**config.mk**
```make
export PLATFORM = sky130hd
export DESIGN_NAME = sync_hunt_rx
export DESIGN_NICKNAME = d
export VERILOG_FILES = /design/src/rtl/shr_pkg.sv /design/src/rtl/shr_window.sv /design/src/rtl/shr_lock_fsm.sv /design/src/rtl/shr_deframer.sv /design/src/rtl/shr_idle_timer.sv /design/src/rtl/sync_hunt_rx.sv
export SDC_FILE = /design/constraint.sdc
export NUM_CORES = 1
export LEC_CHECK = 0
export ABC_CLOCK_PERIOD_IN_PS = 2700
export BUFFER_PORTS_ARGS = -buffer_cell sky130_fd_sc_hd__buf_2
export CAP_MARGIN = 5
export CORE_ASPECT_RATIO = 1.2
export CORE_MARGIN = 4
export CORE_UTILIZATION = 50
export DETAILED_ROUTE_END_ITERATION = 8
export GPL_TIMING_DRIVEN = 1
export HOLD_SLACK_MARGIN = 0.05
export PLACE_DENSITY = 0.73
export SLEW_MARGIN = 0
export SYNTH_ARGS = -nofsm -noshare
export SYNTH_HDL_FRONTEND = slang
export SYNTH_HIERARCHICAL = 1
export SYNTH_SLANG_ARGS = --single-unit
export TNS_END_PERCENT = 50
```
**constraint.sdc**
```tcl
create_clock -name clk -period 2.7 [get_ports clk]
set_clock_uncertainty 0.05 [all_clocks]
set_input_delay 0.27 -clock clk [delete_from_list [all_inputs] [get_ports clk]]
set_output_delay 0.27 -clock clk [all_outputs]
set_load 0.02 [all_outputs]
```
**src/rtl/shr_pkg.sv**
```systemverilog
package shr_pkg;
  typedef enum logic [1:0] {
    HS_OFF     = 2'd0,
    HS_HUNT    = 2'd1,
    HS_CONFIRM = 2'd2,
    HS_LOCKED  = 2'd3
  } hunt_state_e;
endpackage

```
**src/rtl/shr_window.sv**
```systemverilog
// Serial-in shift window: newest bit enters the MSB, oldest leaves the LSB.
module shr_window #(
  parameter int W = 8
) (
  input  logic         clk,
  input  logic         rst_n,
  input  logic         clear,
  input  logic         shift,
  input  logic         din,
  output logic [W-1:0] win_next
);
  logic [W-1:0] win_q;

  genvar i;
  generate
    for (i = 0; i < W; i++) begin : g_stage
      if (i == W - 1) begin : g_head
        assign win_next[i] = din;
      end else begin : g_body
        assign win_next[i] = win_q[i+1];
      end
    end
  endgenerate

  always_ff @(posedge clk) begin
    if (!rst_n || clear) begin
      win_q <= '0;
    end else if (shift) begin
      win_q <= win_next;
    end
  end
endmodule

```
**src/rtl/shr_lock_fsm.sv**
```systemverilog
// Hunt / confirm / locked sequencer.
module shr_lock_fsm import shr_pkg::*; #(
  parameter int CHAR_W = 8
) (
  input  logic clk,
  input  logic rst_n,
  input  logic enable,
  input  logic bit_stb,
  input  logic match,
  input  logic idle_expire,
  output logic lock_pulse,
  output logic synced
);
  localparam int GW = (CHAR_W > 1) ? $clog2(CHAR_W) : 1;
  localparam logic [GW-1:0] GAP_LAST = GW'(CHAR_W - 1);

  hunt_state_e  state;
  logic [GW-1:0] gap_q;

  assign lock_pulse = (state == HS_CONFIRM) && bit_stb && (gap_q == GAP_LAST) && match;
  assign synced     = (state == HS_LOCKED);

  always_ff @(posedge clk) begin
    if (!rst_n || !enable) begin
      state <= HS_OFF;
      gap_q <= '0;
    end else begin
      case (state)
        HS_OFF: begin
          state <= HS_HUNT;
          gap_q <= '0;
        end
        HS_HUNT: begin
          if (bit_stb && match) begin
            state <= HS_CONFIRM;
            gap_q <= '0;
          end
        end
        HS_CONFIRM: begin
          if (bit_stb) begin
            if (gap_q == GAP_LAST) begin
              state <= match ? HS_LOCKED : HS_HUNT;
              gap_q <= '0;
            end else begin
              gap_q <= gap_q + 1'b1;
            end
          end
        end
        HS_LOCKED: begin
          if (idle_expire) state <= HS_HUNT;
        end
        default: state <= HS_OFF;
      endcase
    end
  end

  // lock is entered only from the confirm step on a matching strobe
  p_lock_via_confirm_r2: assert property (@(posedge clk) disable iff (!rst_n)
    (state == HS_LOCKED && $past(state) != HS_LOCKED)
      |-> ($past(state) == HS_CONFIRM && $past(bit_stb) && $past(match)));
endmodule

```
**src/rtl/shr_deframer.sv**
```systemverilog
// Character boundary counter, fill filter and start-of-text detect.
module shr_deframer #(
  parameter int CHAR_W = 8,
  parameter int CODE_W = CHAR_W - 1
) (
  input  logic              clk,
  input  logic              rst_n,
  input  logic              locked,
  input  logic              lock_pulse,
  input  logic              bit_stb,
  input  logic [CHAR_W-1:0] word_next,
  input  logic [CODE_W-1:0] sync_code,
  input  logic              stx_wait,
  input  logic [CODE_W-1:0] stx_code,
  output logic              keep,
  output logic              stx_hit
);
  localparam int CW = (CHAR_W > 1) ? $clog2(CHAR_W) : 1;
  localparam logic [CW-1:0] CNT_LAST = CW'(CHAR_W - 1);

  logic [CW-1:0] cnt_q;
  logic          armed_q;
  logic          done;
  logic          is_fill;

  assign done    = locked && bit_stb && (cnt_q == CNT_LAST);
  assign is_fill = (word_next[CODE_W-1:0] == sync_code);
  assign keep    = done && !is_fill;
  assign stx_hit = keep && stx_wait && armed_q && (word_next[CODE_W-1:0] == stx_code);

  always_ff @(posedge clk) begin
    if (!rst_n) begin
      cnt_q   <= '0;
      armed_q <= 1'b0;
    end else if (lock_pulse) begin
      // Second lock code still has its top bit to come: finish it as a fill character.
      cnt_q   <= CNT_LAST;
      armed_q <= 1'b1;
    end else if (!locked) begin
      cnt_q   <= '0;
      armed_q <= 1'b0;
    end else begin
      if (bit_stb) cnt_q <= (cnt_q == CNT_LAST) ? '0 : cnt_q + 1'b1;
      if (stx_hit) armed_q <= 1'b0;
    end
  end

  // a start-of-text hit disarms further hits for this lock
  p_stx_once_r6: assert property (@(posedge clk) disable iff (!rst_n)
    stx_hit |=> !stx_hit);
endmodule

```
**src/rtl/shr_idle_timer.sv**
```systemverilog
// Counts clocks without a bit strobe while locked.
module shr_idle_timer #(
  parameter int LIMIT = 64
) (
  input  logic clk,
  input  logic rst_n,
  input  logic active,
  input  logic bit_stb,
  output logic expire,
  output logic err_q
);
  localparam int TW = $clog2(LIMIT + 1);
  localparam logic [TW-1:0] T_LAST = TW'(LIMIT - 1);

  logic [TW-1:0] cnt_q;

  assign expire = active && !bit_stb && (cnt_q == T_LAST);

  always_ff @(posedge clk) begin
    if (!rst_n) begin
      cnt_q <= '0;
      err_q <= 1'b0;
    end else begin
      err_q <= expire;
      if (!active || bit_stb || expire) cnt_q <= '0;
      else                              cnt_q <= cnt_q + 1'b1;
    end
  end

  // expiry requires a full quiet window since the last strobe
  p_quiet_before_expire_r8: assert property (@(posedge clk) disable iff (!rst_n)
    expire |-> $past(active) && !$past(bit_stb));
endmodule

```
**src/rtl/sync_hunt_rx.sv**
```systemverilog
module sync_hunt_rx #(
  parameter int CHAR_W      = 8,
  parameter int IDLE_CYCLES = 64,
  localparam int CODE_W     = CHAR_W - 1
) (
  input  logic              clk,
  input  logic              rst_n,
  input  logic              enable,
  input  logic              bit_strobe,
  input  logic              rx_bit,
  input  logic [CODE_W-1:0] sync_code,
  input  logic              stx_wait,
  input  logic [CODE_W-1:0] stx_code,
  output logic [CHAR_W-1:0] char_data,
  output logic              char_valid,
  input  logic              char_ready,
  output logic              synced,
  output logic              sync_interrupt,
  output logic              inactivity_error
);
  logic [CHAR_W-1:0] win_next;
  logic              stb;
  logic              match;
  logic              lock_pulse;
  logic              idle_expire;
  logic              keep;
  logic              stx_hit;
  logic              hold_valid;
  logic [CHAR_W-1:0] hold_data;
  logic              irq_q;

  assign stb   = enable && bit_strobe;
  assign match = (win_next[CHAR_W-1:1] == sync_code);

  shr_window #(.W(CHAR_W)) u_window (
    .clk      (clk),
    .rst_n    (rst_n),
    .clear    (!enable),
    .shift    (stb),
    .din      (rx_bit),
    .win_next (win_next)
  );

  shr_lock_fsm #(.CHAR_W(CHAR_W)) u_fsm (
    .clk         (clk),
    .rst_n       (rst_n),
    .enable      (enable),
    .bit_stb     (stb),
    .match       (match),
    .idle_expire (idle_expire),
    .lock_pulse  (lock_pulse),
    .synced      (synced)
  );

  shr_deframer #(.CHAR_W(CHAR_W), .CODE_W(CODE_W)) u_deframer (
    .clk        (clk),
    .rst_n      (rst_n),
    .locked     (synced),
    .lock_pulse (lock_pulse),
    .bit_stb    (stb),
    .word_next  (win_next),
    .sync_code  (sync_code),
    .stx_wait   (stx_wait),
    .stx_code   (stx_code),
    .keep       (keep),
    .stx_hit    (stx_hit)
  );

  shr_idle_timer #(.LIMIT(IDLE_CYCLES)) u_idle (
    .clk     (clk),
    .rst_n   (rst_n),
    .active  (synced && enable),
    .bit_stb (stb),
    .expire  (idle_expire),
    .err_q   (inactivity_error)
  );

  // Single holding stage; the line cannot stall, so a newer character overwrites.
  always_ff @(posedge clk) begin
    if (!rst_n || !enable) begin
      hold_valid <= 1'b0;
      hold_data  <= '0;
      irq_q      <= 1'b0;
    end else begin
      irq_q <= (lock_pulse && !stx_wait) || stx_hit;
      if (keep) begin
        hold_valid <= 1'b1;
        hold_data  <= win_next;
      end else if (hold_valid && char_ready) begin
        hold_valid <= 1'b0;
      end
    end
  end

  assign char_valid     = hold_valid;
  assign char_data      = hold_data;
  assign sync_interrupt = irq_q;

  // fill characters never appear on the output
  p_no_fill_out_r4: assert property (@(posedge clk) disable iff (!rst_n)
    char_valid |-> (char_data[CODE_W-1:0] != sync_code));
  // data only follows lock
  p_data_after_lock_r3: assert property (@(posedge clk) disable iff (!rst_n)
    $rose(char_valid) |-> $past(synced));
  // interrupt is a one-cycle pulse
  p_irq_pulse_r5: assert property (@(posedge clk) disable iff (!rst_n)
    sync_interrupt |=> !sync_interrupt);
  // in lock-interrupt mode the pulse accompanies the rise of lock
  p_irq_at_lock_r5: assert property (@(posedge clk) disable iff (!rst_n)
    ($rose(synced) && !$past(stx_wait)) |-> sync_interrupt);
  // a held character survives back-pressure
  p_hold_r7: assert property (@(posedge clk) disable iff (!rst_n)
    (char_valid && !char_ready && enable) |=> char_valid);
  // timeout pulse coincides with loss of lock
  p_error_unlocks_r8: assert property (@(posedge clk) disable iff (!rst_n)
    inactivity_error |-> !synced);
  // disable clears outputs at the next edge
  p_disable_clears_r9: assert property (@(posedge clk) disable iff (!rst_n)
    !enable |=> (!synced && !char_valid && !sync_interrupt));
endmodule

```
* Word-level counts from Yosys, hierarchy flattened
Index checks and enable logic that the tools add are counted.
** Cells by class
- $add $sub $neg :: 3
- $mul :: 0
- Divide/modulo/power cells :: 0
- Magnitude comparators :: 0
- Equal/unequal tests :: 15
- Shift operators :: 0
- Mux-type cells :: 19
- Bitwise gates (word level) :: 1
- Reductions and logical operators :: 32
** Operator list (number)
- 7-bit == test :: 3
- 3-bit two-way mux :: 7
- 1-bit logical AND :: 16
- 2-bit two-way mux :: 5
- 3-bit one-hot mux with 3 select lines :: 1
- 2-bit one-hot mux with 4 select lines :: 1
- 7-bit by 1-bit adder with 7-bit output (second input constant) :: 1
- 7-bit by 6-bit == test with 1-bit output (second input constant) :: 1
- 3-bit by 1-bit adder with 3-bit output (second input constant) :: 2
- 3-bit == test (second input constant) :: 2
- 1-bit zero test :: 6
- 2-bit by 1-bit != test with 1-bit output (second input constant) :: 3
- 3-bit by 1-bit != test with 1-bit output (second input constant) :: 2
- 1-bit two-way mux :: 5
- 2-bit == test (second input constant) :: 2
- 1-bit logical OR :: 4
- 4-bit AND reduction :: 1
- 3-bit AND reduction :: 1
- 3-bit nonzero test :: 1
- 2-bit by 1-bit == test with 1-bit output (second input constant) :: 1
- 2-bit zero test :: 1
- 2-bit != test (second input constant) :: 1
- 2-bit nonzero test :: 1
- 2-bit OR reduction :: 1
- 1-bit inverter :: 1
** Word-level totals
- Flip-flop bits (word level) :: 35
- Bits in latches :: 0
- Memory bits (writable) :: 0
- ROM bits :: 0
- Output and inout bits :: 12
- Memories kept :: 0

* Logic depth before layout (Yosys ltp)
Gate-level depths: netlist of the first run.
- Word-level depth :: 10
- Gate-level depth with buffers :: 8
- Mapped depth without buffers :: 8

* Modules after synthesis
The synthesis of the first run kept the hierarchy.
** Modules (own cells, without submodules)
- sync_hunt_rx :: instances 1, cells an instance 46, area each 442.9 um^2, seq. area each 200.2 um^2
- shr_deframer :: instances 1, cells an instance 43, area each 367.9 um^2, seq. area each 80.1 um^2
- shr_lock_fsm :: instances 1, cells an instance 38, area each 336.6 um^2, seq. area each 100.1 um^2
- shr_idle_timer :: instances 1, cells an instance 31, area each 314.1 um^2, seq. area each 160.2 um^2
- shr_window :: instances 1, cells an instance 24, area each 261.5 um^2, seq. area each 140.1 um^2

* Worst setup path after synthesis of the first run
Ideal clock, no wire load.
- Path type :: flip-flop to flip-flop
- From :: reg u_fsm.state[0]
- To :: reg u_fsm.state[0]
- Library setup time :: 0.086 ns
- Arrival :: 1.986 ns
- Required time :: 2.564 ns
- Setup slack :: 0.578 ns
- Cell stages (with the launch flop) :: 8
- Path buffers :: 0
- Period minus slack after synthesis :: 2.122 ns
- Cells stage by stage :: dfxtp_1 -> ha_1 -> and2_1 -> nor3b_1 -> inv_1 -> a222oi_1 -> nor2_1 -> a211oi_1
** On the way
- Word-level cells in the longest chain between the ends :: 6
- Elaborated cells between the ends (all ways) :: 13
- Those cells by class :: eq/ne (7); mux (1); reduce/logical (5)
** RTL lines
- start, declared :: RTL line shr_lock_fsm.sv:17 : hunt_state_e state;
- start signal, assigned :: RTL line shr_lock_fsm.sv:42 : state <= match ? HS_LOCKED : HS_HUNT;
- 2-bit == test :: RTL line shr_lock_fsm.sv:21 : assign synced = (state == HS_LOCKED);
- via synced :: RTL line sync_hunt_rx.sv:17 : output logic synced,
- 1-bit logical AND :: RTL line sync_hunt_rx.sv:72 : .active (synced && enable),
- 1-bit logical AND (2 in series) :: RTL line shr_idle_timer.sv:17 : assign expire = active && !bit_stb && (cnt_q == T_LAST);
- via idle_expire :: RTL line sync_hunt_rx.sv:25 : logic idle_expire;
- 2-bit by 1-bit != test with 1-bit output (no line)
- 4-bit AND reduction (no line)
The timed path passes the listed nets, and every way through them passes these cells.
A chain may end at the register's enable or synchronous reset.

* Final worst setup path of the first run
- From :: reg u_idle.cnt_q[0]
- To :: reg u_fsm.state[0]
** On the way
- Word-level cells in the longest chain between the ends :: 4
** RTL lines
- start, declared :: RTL line shr_idle_timer.sv:15 : logic [TW-1:0] cnt_q;
- start signal, assigned :: RTL line shr_idle_timer.sv:26 : else cnt_q <= cnt_q + 1'b1;
- 7-bit by 6-bit == test with 1-bit output :: RTL line shr_idle_timer.sv:17
- 1-bit logical AND :: RTL line shr_idle_timer.sv:17
- via idle_expire :: RTL line sync_hunt_rx.sv:25
- 2-bit by 1-bit != test with 1-bit output (no line)
- 4-bit AND reduction (no line)
The timed path passes the listed nets, and every way through them passes these cells.

==> results of run 1 <==
[logic make-up after synthesis]
logic type / synth area share [%]
AO/OA/AOI/OAI: 10.17
XOR/XNOR: 12.20
adder cells (fa/ha/maj): 6.536
buffers and inverters: 4.139
flip-flops: 39.51
multiplexers: 10.02
AND/OR/NAND/NOR: 17.43
[area by class of cell]
class | instances | area [um2] | area share (%)
Tap cell | 37 | 46.29 | 2.310
Clock inverter | 2 | 10.01 | 0.4994
Sequential cell | 34 | 680.7 | 33.96
Inverter | 12 | 45.04 | 2.247
Clock buffer | 5 | 68.82 | 3.433
Multi-Input combinational cell | 133 | 970.9 | 48.44
Timing Repair Buffer | 35 | 182.7 | 9.114
[sequential cells by signal (all words and copies together), names as in the netlist]
signal	cells
u_idle/cnt_q	7
char_data	8
sync_interrupt	1
u_deframer/cnt_q	3
u_deframer/armed_q	1
u_idle/err_q	1
u_fsm/state	2
u_window/win_q	7
u_fsm/gap_q	3
char_valid	1
[stage by stage]
step | utilization [%] | instance area (um2) | cells | setup WS (ns) | hold WS (ns)
after global routing | 60.05 | 2004 | 258 | 0.3304 | 0.2439
final | 60.05 | 2004 | 258 | 0.5643 | 0.2246
after detailed placement | 57.68 | 1926 | 251 | 0.5892 | 0.4099
after global placement | 57.68 | 1926 | 251 | 0.6735 | 0.3928
after CTS | 60.05 | 2004 | 258 | 0.5714 | 0.2141
after floorplan | - | 1723 | 182 | 0.5778 | 0.3672
[power groups by stage]
stage / Sequential [mW] / Clock (mW) / Combinational, mW
6_report: 0.505 / 0.352 / 0.0682
5_1_grt: 0.505 / 0.378 / 0.0757
3_3_place_gp: 0.517 / 0 / 0.0684
2_1_floorplan: 0.516 / 0 / 0.0411
4_1_cts: 0.505 / 0.361 / 0.0687
3_5_place_dp: 0.517 / 0 / 0.0683
[worst register-to-register path: stages, from the launching register on]
cell and delay, ns:
dfxtp_1 0.38, ha_1 0.21, and3_4 0.21, nand4_1 0.12, nor3b_1 0.22, inv_1 0.06
a222oi_1 0.52, nor2_1 0.08, a211oi_1 0.22
[worst paths after layout]
check             startpoint         endpoint  slack [ns]  cells after the start
max          u_idle/cnt_q[0]   u_fsm/state[0]        0.56                      8
max reg2reg  u_idle/cnt_q[0]   u_fsm/state[0]        0.56                      8
min reg2reg  u_idle/cnt_q[6]  u_idle/cnt_q[6]        0.42                      2
min                   rx_bit     char_data[7]        0.22                      3
[cells in the mapped netlist, drive strengths merged]
master,instances
a21oi,9
nor3b,1
a311oi,2
nand3b,2
nand3,3
xor2,10
buf,3
o41ai,2
o21a,1
a41oi,1
nand2b,1
o21ai,3
a222oi,1
nor2b,1
mux2i,15
and3,1
a41o,1
o31ai,1
and2,3
nand2,8
a211oi,1
dfxtp,34
nor2,29
mux2,2
nor3,1
nand4,3
inv,12
nand4b,1
nor4,3
ha,9
xnor2,14
o2111ai,2
or3,2
[metal layers]
| metal | vias up | share of wire (%) | track usage [%] | wire length (um) |
|---|---|---|---|---|
| met5 | - | 0 | 0 | 0 |
| met4 | 0 | 1.8 | 6.368 | 59 |
| met3 | 7 | 4.8 | 5.338 | 159 |
| met2 | 23 | 46 | 25.73 | 1528 |
| met1 | 617 | 48 | 22.36 | 1587 |
| li1 | 704 | - | - | - |
==> summary by stage, run 1 <==
Status
The flow ran to the end, and the final reports show no timing, DRC or antenna violations.

Cells and area
The diode insertion count for antenna repair is 0. The area added between synthesis and finish is 16.34%. In the final layout, the share of cells above drive strength 1 is 22.62%. The library cells used most frequently in the layout, excluding fill and tap cells, are dfxtp_1 (34), buf_2 (32), nor2_1 (29).

The filler cell count is 316. The library cell used most frequently in the layout, excluding fill and tap cells, is dfxtp_1. In the final design database the tool counted 251 nets.

Synthesis
The number of distinct library cells after synthesis is 37. The flip-flop and latch count after synthesis is 34. After technology mapping, the gate count stands at 182. dfxtp_1 takes more of the synthesized area than any other cell.

In this run the biggest area consumer among cell types represents 39.51% of the synthesized area. Averaged over all synthesized cells, the footprint is 9.466 um2. The synthesis warning total is 6. The mapped cell area is 1723 um2. The share of synthesized area occupied by flip-flops and latches is 39.51%. Sorting the synthesized cells by area gives the leading types as dfxtp_1 (40%), mux2i_1 (8.7%), xnor2_1 (7.1%), ha_1 (6.5%), nor2_1 (6.3%). When the netlist entered floorplanning its net count stood at 212.

Detailed routing
Dividing the detail-routed via count by the number of cells gives 5.236. The DRC violation total after the first TritonRoute iteration is 32. The final wirelength is 3.334 mm. Detailed routing inserted a total of 1351 vias. The number of nets with antenna violations after detailed routing is 0. The post-detailed-route wirelength per cell is 12.92 um. The first detailed-routing pass took 4 iterations. After detailed routing, the number of remaining DRC violations is 0.

Floorplanning
For this configuration, the core starts out at a cell density of 51.61%. The total die area is 4453 um2. The die height is 72.31 um. After floorplanning, the core was divided into 23 placement rows. 33 I/O pins were placed.

The area of the core region is 3338 um2. The horizontal die dimension is 61.59 um.

STA
Setup violations remaining at the end of the flow were counted as 0. For the final routed database, the setup TNS stands at 0 ns. The count of final max-slew check failures is 0.

Derived from the worst setup path, the maximum achievable clock frequency is 468.2 MHz. The total count of hold-check failures in the final report is 0. The time the worst path needs with I/O delays and setup is 2.136 ns. In this run the tightest slew margin relative to its limit is 65.21%.

Setup repair after global routing left no endpoint under its margin. After layout, the worst path uses 79.10% of the clock period. The measured slew at the worst slew-check pin is 0.5219 ns.

Power
The worst-case IR drop observed on VDD is 400.5 uV. The total power draw is 925.4 uW. The share of total power dissipated in combinational logic is 7.4%. The leakage component of the power is 0.8001 nW. In this run, the clock network consumes 38.0% of the power. In this run the power spent charging and discharging nets is 217.9 uW. The share of total power in sequential cells is 54.6%. The cell internal power dissipation is 707.5 uW.

Power spread over the standard cell area amounts to 461.7 nW/um2. Of the total power, the share spent switching nets is 23.54%.

Clock network
The post-cts sizing count is 0. For this design, the CTS-stage hold fixing added 0 buffers. In this run the clock root is driven by a clkbuf_8.

The clock drives 34 sinks. The later pin in the worst-skew pair is clocked with a latency of 0.29 ns. The CTS tree is yes. The clock passes through at most 2 buffers. The setup fix buffers added after clock tree synthesis is 0. The CTS buffer count is 5. The H-tree depth reported by CTS is 2.

After clock tree synthesis, the clock-pin slew on the worst setup and hold paths is 0.07 ns.

Setup path
Together, buffers and inverters on the worst path number 1. The data arrival time at the worst-slack endpoint is 2.29 ns. On the worst path, the slowest cell contributes a delay of 0.52 ns.

Of all nets on the critical path, the largest fanout is 4. The kind of critical path is reg2reg. The element type at the critical path start is a flop.

The top cell family by delay on the critical path is compound AO/OA/AOI/OAI gates. For this design, the slowest cell found on the critical path is a222oi_1. The worst setup path is captured at a flop. Traced cell by cell, the critical path runs through ha_1 -> and3_4 -> nand4_1 -> nor3b_1 -> inv_1 -> a222oi_1 -> nor2_1 -> a211oi_1. The required time of the critical path is 2.86 ns.

Placed design
The port buffer count is 32. Routability-driven placement finished with a final weighted congestion of 0.7608. The half-perimeter wire length after placement is 2.514 mm.

Global routing
The remaining global-route overflow is 0. The initial antenna violation count is 0. Entering global routing, the biggest net connects 14 pins.

The first global-routing pass estimated 5.727 mm of wire. The combined global-route utilization of all metal layers is 16.98%. The number of global-route vias before repair is 1304.

Job
The max-cap violation count is 0.

Min path
The class of the worst hold path is in2reg.
(Power assumes the default switching activity.)
==> run 2, diff against run 1 <==
- ABC_AREA: default -> 1
- ABC_CLOCK_PERIOD_IN_PS: 2700 -> 2250
- PLACE_DENSITY: 0.73 -> 0.72
- clock period: 2.7 -> 2.25 ns (I/O delays scaled with it)
==> summary by stage, run 2 <==
Status
Run status: completed (unchanged).

Cells and area
The fraction of final layout cells sized beyond drive strength 1 is 16.77% (was 22.62%). The net count of the finished layout is 364 (was 251). The area added between synthesis and finish is 14.19% (was 16.34%). The total area of multi-input combinational cells is 1050 um2 (was 970.9 um2). The diode insertion count for antenna repair is 0 (unchanged).

The filler cell count is 381 (was 316). The post-layout utilization of the core is 60.32% (was 60.05%). Commonest cells after routing, fill and taps aside: nand2_1 (100), inv_1 (54), nor2_1 (39) (was dfxtp_1 (34), buf_2 (32), nor2_1 (29)). The number of flip-flops under the largest register name was 8 (unchanged). The most common cell after layout, fill and taps aside is nand2_1 (was dfxtp_1). The total area of sequential cells is 680.7 um2 (unchanged).

Floorplanning
The effective utilization at floorplan is 52.82% (was 51.61%). The die height is 76.71 um (was 72.31 um). The horizontal die dimension was 65.26 um (was 61.59 um). The total die area was 5005 um2 (was 4453 um2). The area of the core region was 3724 um2 (was 3338 um2). The number of I/O pins is 33 (unchanged).

The number of rows created at floorplan is 24 (was 23).

Global routing
The number of global-route vias before repair is 1590 (was 1304). The remaining global-route overflow came to 0 (unchanged). The maximum number of pins on one net before global-route repair came to 15 (was 14).

The combined global-route utilization of all metal layers is 16.75% (was 16.98%). The global-route wire length before repair came to 6.693 mm (was 5.727 mm). The initial antenna violation count was 0 (unchanged).

STA
The measured slew at the worst slew-check pin is 0.4449 ns (was 0.5219 ns). The relative max-transition margin is 70.30% (was 65.21%). Setup repair after global routing missed its margin: no (unchanged).

The count of final max-slew check failures is 0 (unchanged). The share of the cycle needed by the critical path after routing came to 82.91% (was 79.10%). The time the worst path needs with I/O delays and setup came to 1.865 ns (was 2.136 ns). The number of setup violations in the final report is 0 (unchanged). The worst setup slack after layout is 0.3846 ns (was 0.5643 ns). The total count of hold-check failures in the final report was 0 (unchanged).

The maximum achievable frequency is 536.1 MHz (was 468.2 MHz). The final total negative setup slack is 0 ns (unchanged).

Clock network
The maximum buffer depth of the clock tree is 2 (unchanged). The clock transition time at the flip-flop clock pins of the worst setup and hold paths is 0.06 ns (was 0.07 ns). The number of hold-repair buffers added at the cts stage is 0 (unchanged). The CTS buffer count was 5 (unchanged). The post-cts sizing count is 0 (unchanged). The latest clock arrival within the worst-skew pair is 0.28 ns (was 0.29 ns). The count of clock tree sinks is 34 (unchanged). The CTS tree is yes (unchanged).

The root buffer selected by CTS is clkbuf_8 (unchanged). The setup fix buffers added after clock tree synthesis is 0 (unchanged). The H-tree depth reported by CTS is 2 (unchanged).

Detailed routing
The number of nets with antenna violations after detailed routing is 0 (unchanged). The post-detailed-route wirelength per cell is 9.650 um (was 12.92 um). The average via count per standard cell is 4.536 (was 5.236). The DRC violation count after routing came to 0 (unchanged). The final wirelength is 3.725 mm (was 3.334 mm).

The number of vias in the routed layout is 1751 (was 1351). The number of detailed-route iterations in the first pass is 4 (unchanged). The DRC violation total after the first TritonRoute iteration was 66 (was 32).

Setup path
The reg-to-reg critical path endpoint is char_data[0] (was u_fsm/state[0]). The kind of critical path was reg2reg (unchanged). The stage delay of the slowest cell on the critical path is 0.40 ns (was 0.52 ns). The source of the critical timing path is u_fsm/state[0] (was u_idle/cnt_q[0]). The top fanout value on the critical path is 14 (was 4). The required time of the critical path is 2.37 ns (was 2.86 ns). The element type at the critical path start is a flop (unchanged).

The number of cells traversed by the worst register-to-register path is 8 (unchanged). The data arrival time at the worst-slack endpoint is 1.98 ns (was 2.29 ns). The register-to-register setup slack was 0.38 ns (was 0.56 ns). The launch instance of the worst register-to-register path is u_fsm/state[0] (was u_idle/cnt_q[0]).

The cell type with the highest occurrence count on the critical path is nand2_1. The cell with the biggest individual delay on the critical path is dfxtp_1 (was a222oi_1). Critical path cell sequence: ha_1 -> nand2_1 -> nor2_1 -> nand2_1 -> inv_1 -> inv_1 -> nand2_1 -> a21oi_1 (was ha_1 -> and3_4 -> nand4_1 -> nor3b_1 -> inv_1 -> a222oi_1 -> nor2_1 -> a211oi_1). The category of the worst setup path capture point is a flop (unchanged).

Power
The leakage component of the power was 1.101 nW (was 0.8001 nW). The power density over cell area was 504.9 nW/um2 (was 461.7 nW/um2). The maximum VDD drop is 391.7 uV (was 400.5 uV).

Synthesis
The mapped cell area came to 1967 um2 (was 1723 um2). The number of flops mapped to enable cells by yosys is 0 (unchanged). The post-synth net total is 327 (was 212). The most frequent cell after synthesis is nand2_1 (was dfxtp_1). The synthesis warning total is 6 (unchanged).

The leading area contributor after synthesis is dfxtp_1 (unchanged). Top cell types by occurrence after synthesis: nand2_1 (100), inv_1 (54), nor2_1 (39) (was dfxtp_1 (34), nor2_1 (29), mux2i_1 (15)). The cell count after synthesis is 297 (was 182). The average size of a mapped cell is 6.623 um2 (was 9.466 um2). The fraction of post-synthesis cell area in the top cell type by area is 34.61% (was 39.51%). The number of distinct library cells after synthesis was 24 (was 37).

The share of synthesized flip-flops with an asynchronous set or reset is 0% (unchanged). The share of synthesized area occupied by flip-flops and latches is 34.61% (was 39.51%). Synth area leaders: dfxtp_1 (35%), nand2_1 (19%), inv_1 (10%), nor2_1 (7.4%), ha_1 (5.7%) (was dfxtp_1 (40%), mux2i_1 (8.7%), xnor2_1 (7.1%), ha_1 (6.5%), nor2_1 (6.3%)). The dominant register cell in the synthesized netlist is dfxtp_1 (unchanged). The flip-flop and latch count after synthesis was 34 (unchanged).

Min path
The hold path startpoint is char_ready (was rx_bit). The hold-critical path endpoint is char_valid (was char_data[7]). The class of the worst hold path is in2reg (unchanged).

The worst hold path stage count is 4 (was 3).

Job
The max-cap violation count is 0 (unchanged).

Placed design
The half-perimeter wire length after placement came to 2.992 mm (was 2.514 mm). The worst setup slack before clock tree synthesis is 0.3751 ns (was 0.5892 ns). The weighted congestion reported at the end of routability-driven placement was 0.8392 (was 0.7608). The port buffer count is 32 (unchanged).
run 2: cell types whose count changed after synthesis, moves of 6 or more:
cell     previous run  this run
mux2i_1            15         0
nor2_1             29        39
xnor2_1            14         8
nand3_1             2         9
nand2_1             8       100
xor2_1             10         2
a21oi_1             8        14
inv_1              12        54
run 2: through the flow:
stage | hold WS, ns | power [mW] | std cells | instance area [um2]
6_report | 0.1333 | 1.134 | 386 | 2246
3_3_place_gp | 0.3896 | 0.7364 | 379 | 2170
5_1_grt | 0.1447 | 1.196 | 386 | 2246
2_1_floorplan | 0.2994 | 0.6990 | 297 | 1967
3_5_place_dp | 0.3991 | 0.7375 | 379 | 2170
4_1_cts | 0.1295 | 1.151 | 386 | 2246
run 2: where the power goes:
part | total [mW] | switching [mW] | internal, mW | leakage [nW]
clock | 0.410 | 0.198 | 0.213 | 0.0383
combinational | 0.111 | 0.0668 | 0.0445 | 0.788
sequential | 0.612 | 0.00505 | 0.607 | 0.274
run 2: area by class of cell:
type,count,share of cell area (%)
inverter,55,9.192
clock buffer,7,3.398
tap,52,2.897
sequential,34,30.31
multi-input combinational,205,46.74
timing repair buffer,33,7.465
run 2: routing by layer:
layer | wire length (um) | vias to the layer above | global-route usage [%]
met5 | 0 | - | 0
met4 | 54 | 0 | 6.224
met3 | 243 | 4 | 4.825
met2 | 1760 | 37 | 27.76
met1 | 1666 | 743 | 20.22
li1 | - | 967 | -
run 2: worst max-delay path by stage:
stage / end / slack (ns) / cells after the start
floorplan: u_fsm/state[0] / 0.58 / 12
global placement: char_data[5] / 0.43 / 8
detailed placement: char_data[0] / 0.38 / 8
CTS: char_data[0] / 0.36 / 8
global route: char_data[0] / 0.15 / 8
finish: char_data[0] / 0.38 / 8
run 2: cells by family after synthesis:
kind of cell    share of synthesized area [%]
simple gates                            33.65
buf+inv                                 12.02
flops                                   34.61
compound gates                          9.542
xor+xnor                                4.453
fa+ha+maj                               5.725
run 2: critical path, delay by kind of cell (launching register included):
family	cells	cell delay [ns]
simple gates	4	0.42
buf+inv	2	0.50
flops	1	0.40
fa+ha+maj	1	0.34
compound gates	1	0.06
==> run 3, diff against run 2 <==
- ABC_CLOCK_PERIOD_IN_PS: 2250 -> 1800
- clock period: 2.25 -> 1.8 ns (I/O delays scaled with it)
==> summary by stage, run 3 (synthesis results as in run 2) <==
Cells and area
The final standard cell count with taps included and fillers excluded is 394 (was 386). The filler cell count is 407 (was 381). Commonest cells after routing, fill and taps aside: nand2_1 (100), inv_1 (54), nor2_1 (37) (was nand2_1 (100), inv_1 (54), nor2_1 (39)).

The area added between synthesis and finish came to 18.89% (was 14.19%). The total area of sequential cells is 683.2 um2 (was 680.7 um2). The total area of multi-input combinational cells was 1072 um2 (was 1050 um2). The most common cell after layout, fill and taps aside is nand2_1 (unchanged). The number of flip-flops under the largest register name came to 8 (unchanged). The fraction of final layout cells sized beyond drive strength 1 is 20.47% (was 16.77%). The diode insertion count for antenna repair is 0 (unchanged). The net count of the finished layout is 371 (was 364).

Status
Run status: completed (unchanged).

Global routing
The global-route wire length before repair is 7.162 mm (was 6.693 mm). The remaining global-route overflow is 0 (unchanged). The number of global-route vias before repair is 1660 (was 1590).

The initial antenna violation count is 0 (unchanged). The combined global-route utilization of all metal layers is 18.14% (was 16.75%). The maximum number of pins on one net before global-route repair was 11 (was 15).

Job
The max-cap violation count is 0 (unchanged).

Detailed routing
The number of detailed-route iterations in the first pass is 4 (unchanged). The DRC violation count after routing came to 0 (unchanged). The average via count per standard cell was 4.520 (was 4.536). The number of vias in the routed layout is 1781 (was 1751). The DRC violation total after the first TritonRoute iteration is 73 (was 66). The post-detailed-route wirelength per cell came to 10.30 um (was 9.650 um).

The final wirelength came to 4.058 mm (was 3.725 mm). The number of nets with antenna violations after detailed routing was 0 (unchanged).

Setup path
The cell with the biggest individual delay on the critical path is dfxtp_1 (unchanged). The data arrival time at the worst-slack endpoint is 1.74 ns (was 1.98 ns). The required time of the critical path is 1.93 ns (was 2.37 ns). Critical path cell sequence: xnor2_1 -> nand3_1 -> nor2_2 -> nand2_1 -> nand2_1 -> nand2_1 -> nor2_4 -> nand2_1 -> nand2_1 -> nor2_1 (was ha_1 -> nand2_1 -> nor2_1 -> nand2_1 -> inv_1 -> inv_1 -> nand2_1 -> a21oi_1). The stage delay of the slowest cell on the critical path came to 0.46 ns (was 0.40 ns). The top fanout value on the critical path is 6 (was 14). The kind of critical path is reg2reg (unchanged). The cell type with the highest occurrence count on the critical path was nand2_1 (unchanged). The category of the worst setup path capture point was a flop (unchanged). The element type at the critical path start is a flop (unchanged).

STA
The number of setup violations in the final report is 0 (unchanged). The worst setup slack after layout is 0.1947 ns (was 0.3846 ns). The measured slew at the worst slew-check pin is 0.2721 ns (was 0.4449 ns). The maximum achievable frequency is 622.9 MHz (was 536.1 MHz). The total count of hold-check failures in the final report is 0 (unchanged). The share of the cycle needed by the critical path after routing is 89.18% (was 82.91%). The count of final max-slew check failures is 0 (unchanged). The time the worst path needs with I/O delays and setup is 1.605 ns (was 1.865 ns). The relative max-transition margin is 81.83% (was 70.30%).

Placed design
The half-perimeter wire length after placement is 3.168 mm (was 2.992 mm). The number of placed instances, taps included is 386 (was 379). The port buffer count was 32 (unchanged). The weighted congestion reported at the end of routability-driven placement came to 0.8549 (was 0.8392).

The worst setup slack before clock tree synthesis came to 0.07363 ns (was 0.3751 ns).

Clock network
The CTS tree was yes (unchanged). The H-tree depth reported by CTS is 2 (unchanged). The setup fix buffers added after clock tree synthesis is 0 (unchanged). The root buffer selected by CTS is clkbuf_8 (unchanged).

The latest clock arrival within the worst-skew pair is 0.29 ns (was 0.28 ns). The count of clock tree sinks is 34 (unchanged). The maximum buffer depth of the clock tree is 2 (unchanged). The clock transition time at the flip-flop clock pins of the worst setup and hold paths is 0.07 ns (was 0.06 ns). The CTS buffer count was 5 (unchanged).

Floorplanning
The number of I/O pins was 33 (unchanged). The total die area is 5005 um2 (unchanged). The horizontal die dimension was 65.26 um (unchanged).

The die height is 76.71 um (unchanged). The effective utilization at floorplan is 52.82% (unchanged). The number of rows created at floorplan was 24 (unchanged).

The area of the core region is 3724 um2 (unchanged).

Power
The maximum VDD drop was 464.1 uV (was 391.7 uV). The leakage component of the power is 1.150 nW (was 1.101 nW). The power density over cell area is 637.7 nW/um2 (was 504.9 nW/um2).

Min path
The class of the worst hold path is in2reg (unchanged).
run 3: cell types whose count changed in the layout (fill, tap and decap cells not counted), moves of 2 or more:
cell     previous run  this run
dfxtp_2             0         2
dfxtp_1            34        32
buf_4               1         8
nor2_1             39        37
run 3: area by class of cell:
| type | count | area share, % |
|---|---|---|
| clock buffers | 7 | 3.692 |
| clock inverters | 1 | 0.2140 |
| inverters | 55 | 8.828 |
| multi-input cells | 205 | 45.85 |
| flip-flops and latches | 34 | 29.21 |
| well taps | 52 | 2.782 |
| repair buffers | 40 | 9.417 |
run 3: power by group:
part           internal (mW)  switching, mW
logic                 0.0572         0.0881
clock network          0.308          0.271
registers              0.759        0.00795
run 3: critical path: cells and delay by family, from the launching register on:
family	cells	cell delay [ns]
simple gates	9	0.83
flops	1	0.46
xor+xnor	1	0.17
run 3: layer usage:
layer  share of wire [%]  track usage [%]  routed length (um)
met4                 1.3            6.846                  54
met2                  48            29.99                1932
met3                 6.5            5.848                 264
met1                  45            21.54                1807
met5                   0                0                   0
run 3: through the flow:
stage	util, %	instance area (um2)	hold WS, ns	TNS [ns]	total power [mW]
after floorplan	-	1967	0.2544	0	0.8737
after global placement	59.68	2222	0.3817	0	0.9208
after detailed placement	59.68	2222	0.3832	0	0.9226
after CTS	62.13	2313	0.07136	0	1.505
after global routing	62.80	2338	0.08472	-0.01456	1.574
final	62.80	2338	0.07970	0	1.491
run 3: path summary, 6_finish.rpt:
| check | startpoint | endpoint | slack, ns | depth (start not counted) |
|---|---|---|---|---|
| worst min register to register | u_idle/cnt_q[0] | u_idle/cnt_q[0] | 0.41 | 1 |
| worst min-delay path | char_ready | char_valid | 0.08 | 4 |
| worst max-delay path | u_window/win_q[6] | u_fsm/gap_q[2] | 0.19 | 10 |
| worst max register to register | u_window/win_q[6] | u_fsm/gap_q[2] | 0.19 | 10 |
run 3: timing repair:
action                     in CTS  in global routing
gates resized for setup         0                  7
hold buffers                    0                  0
setup endpoints to repair       0                 15
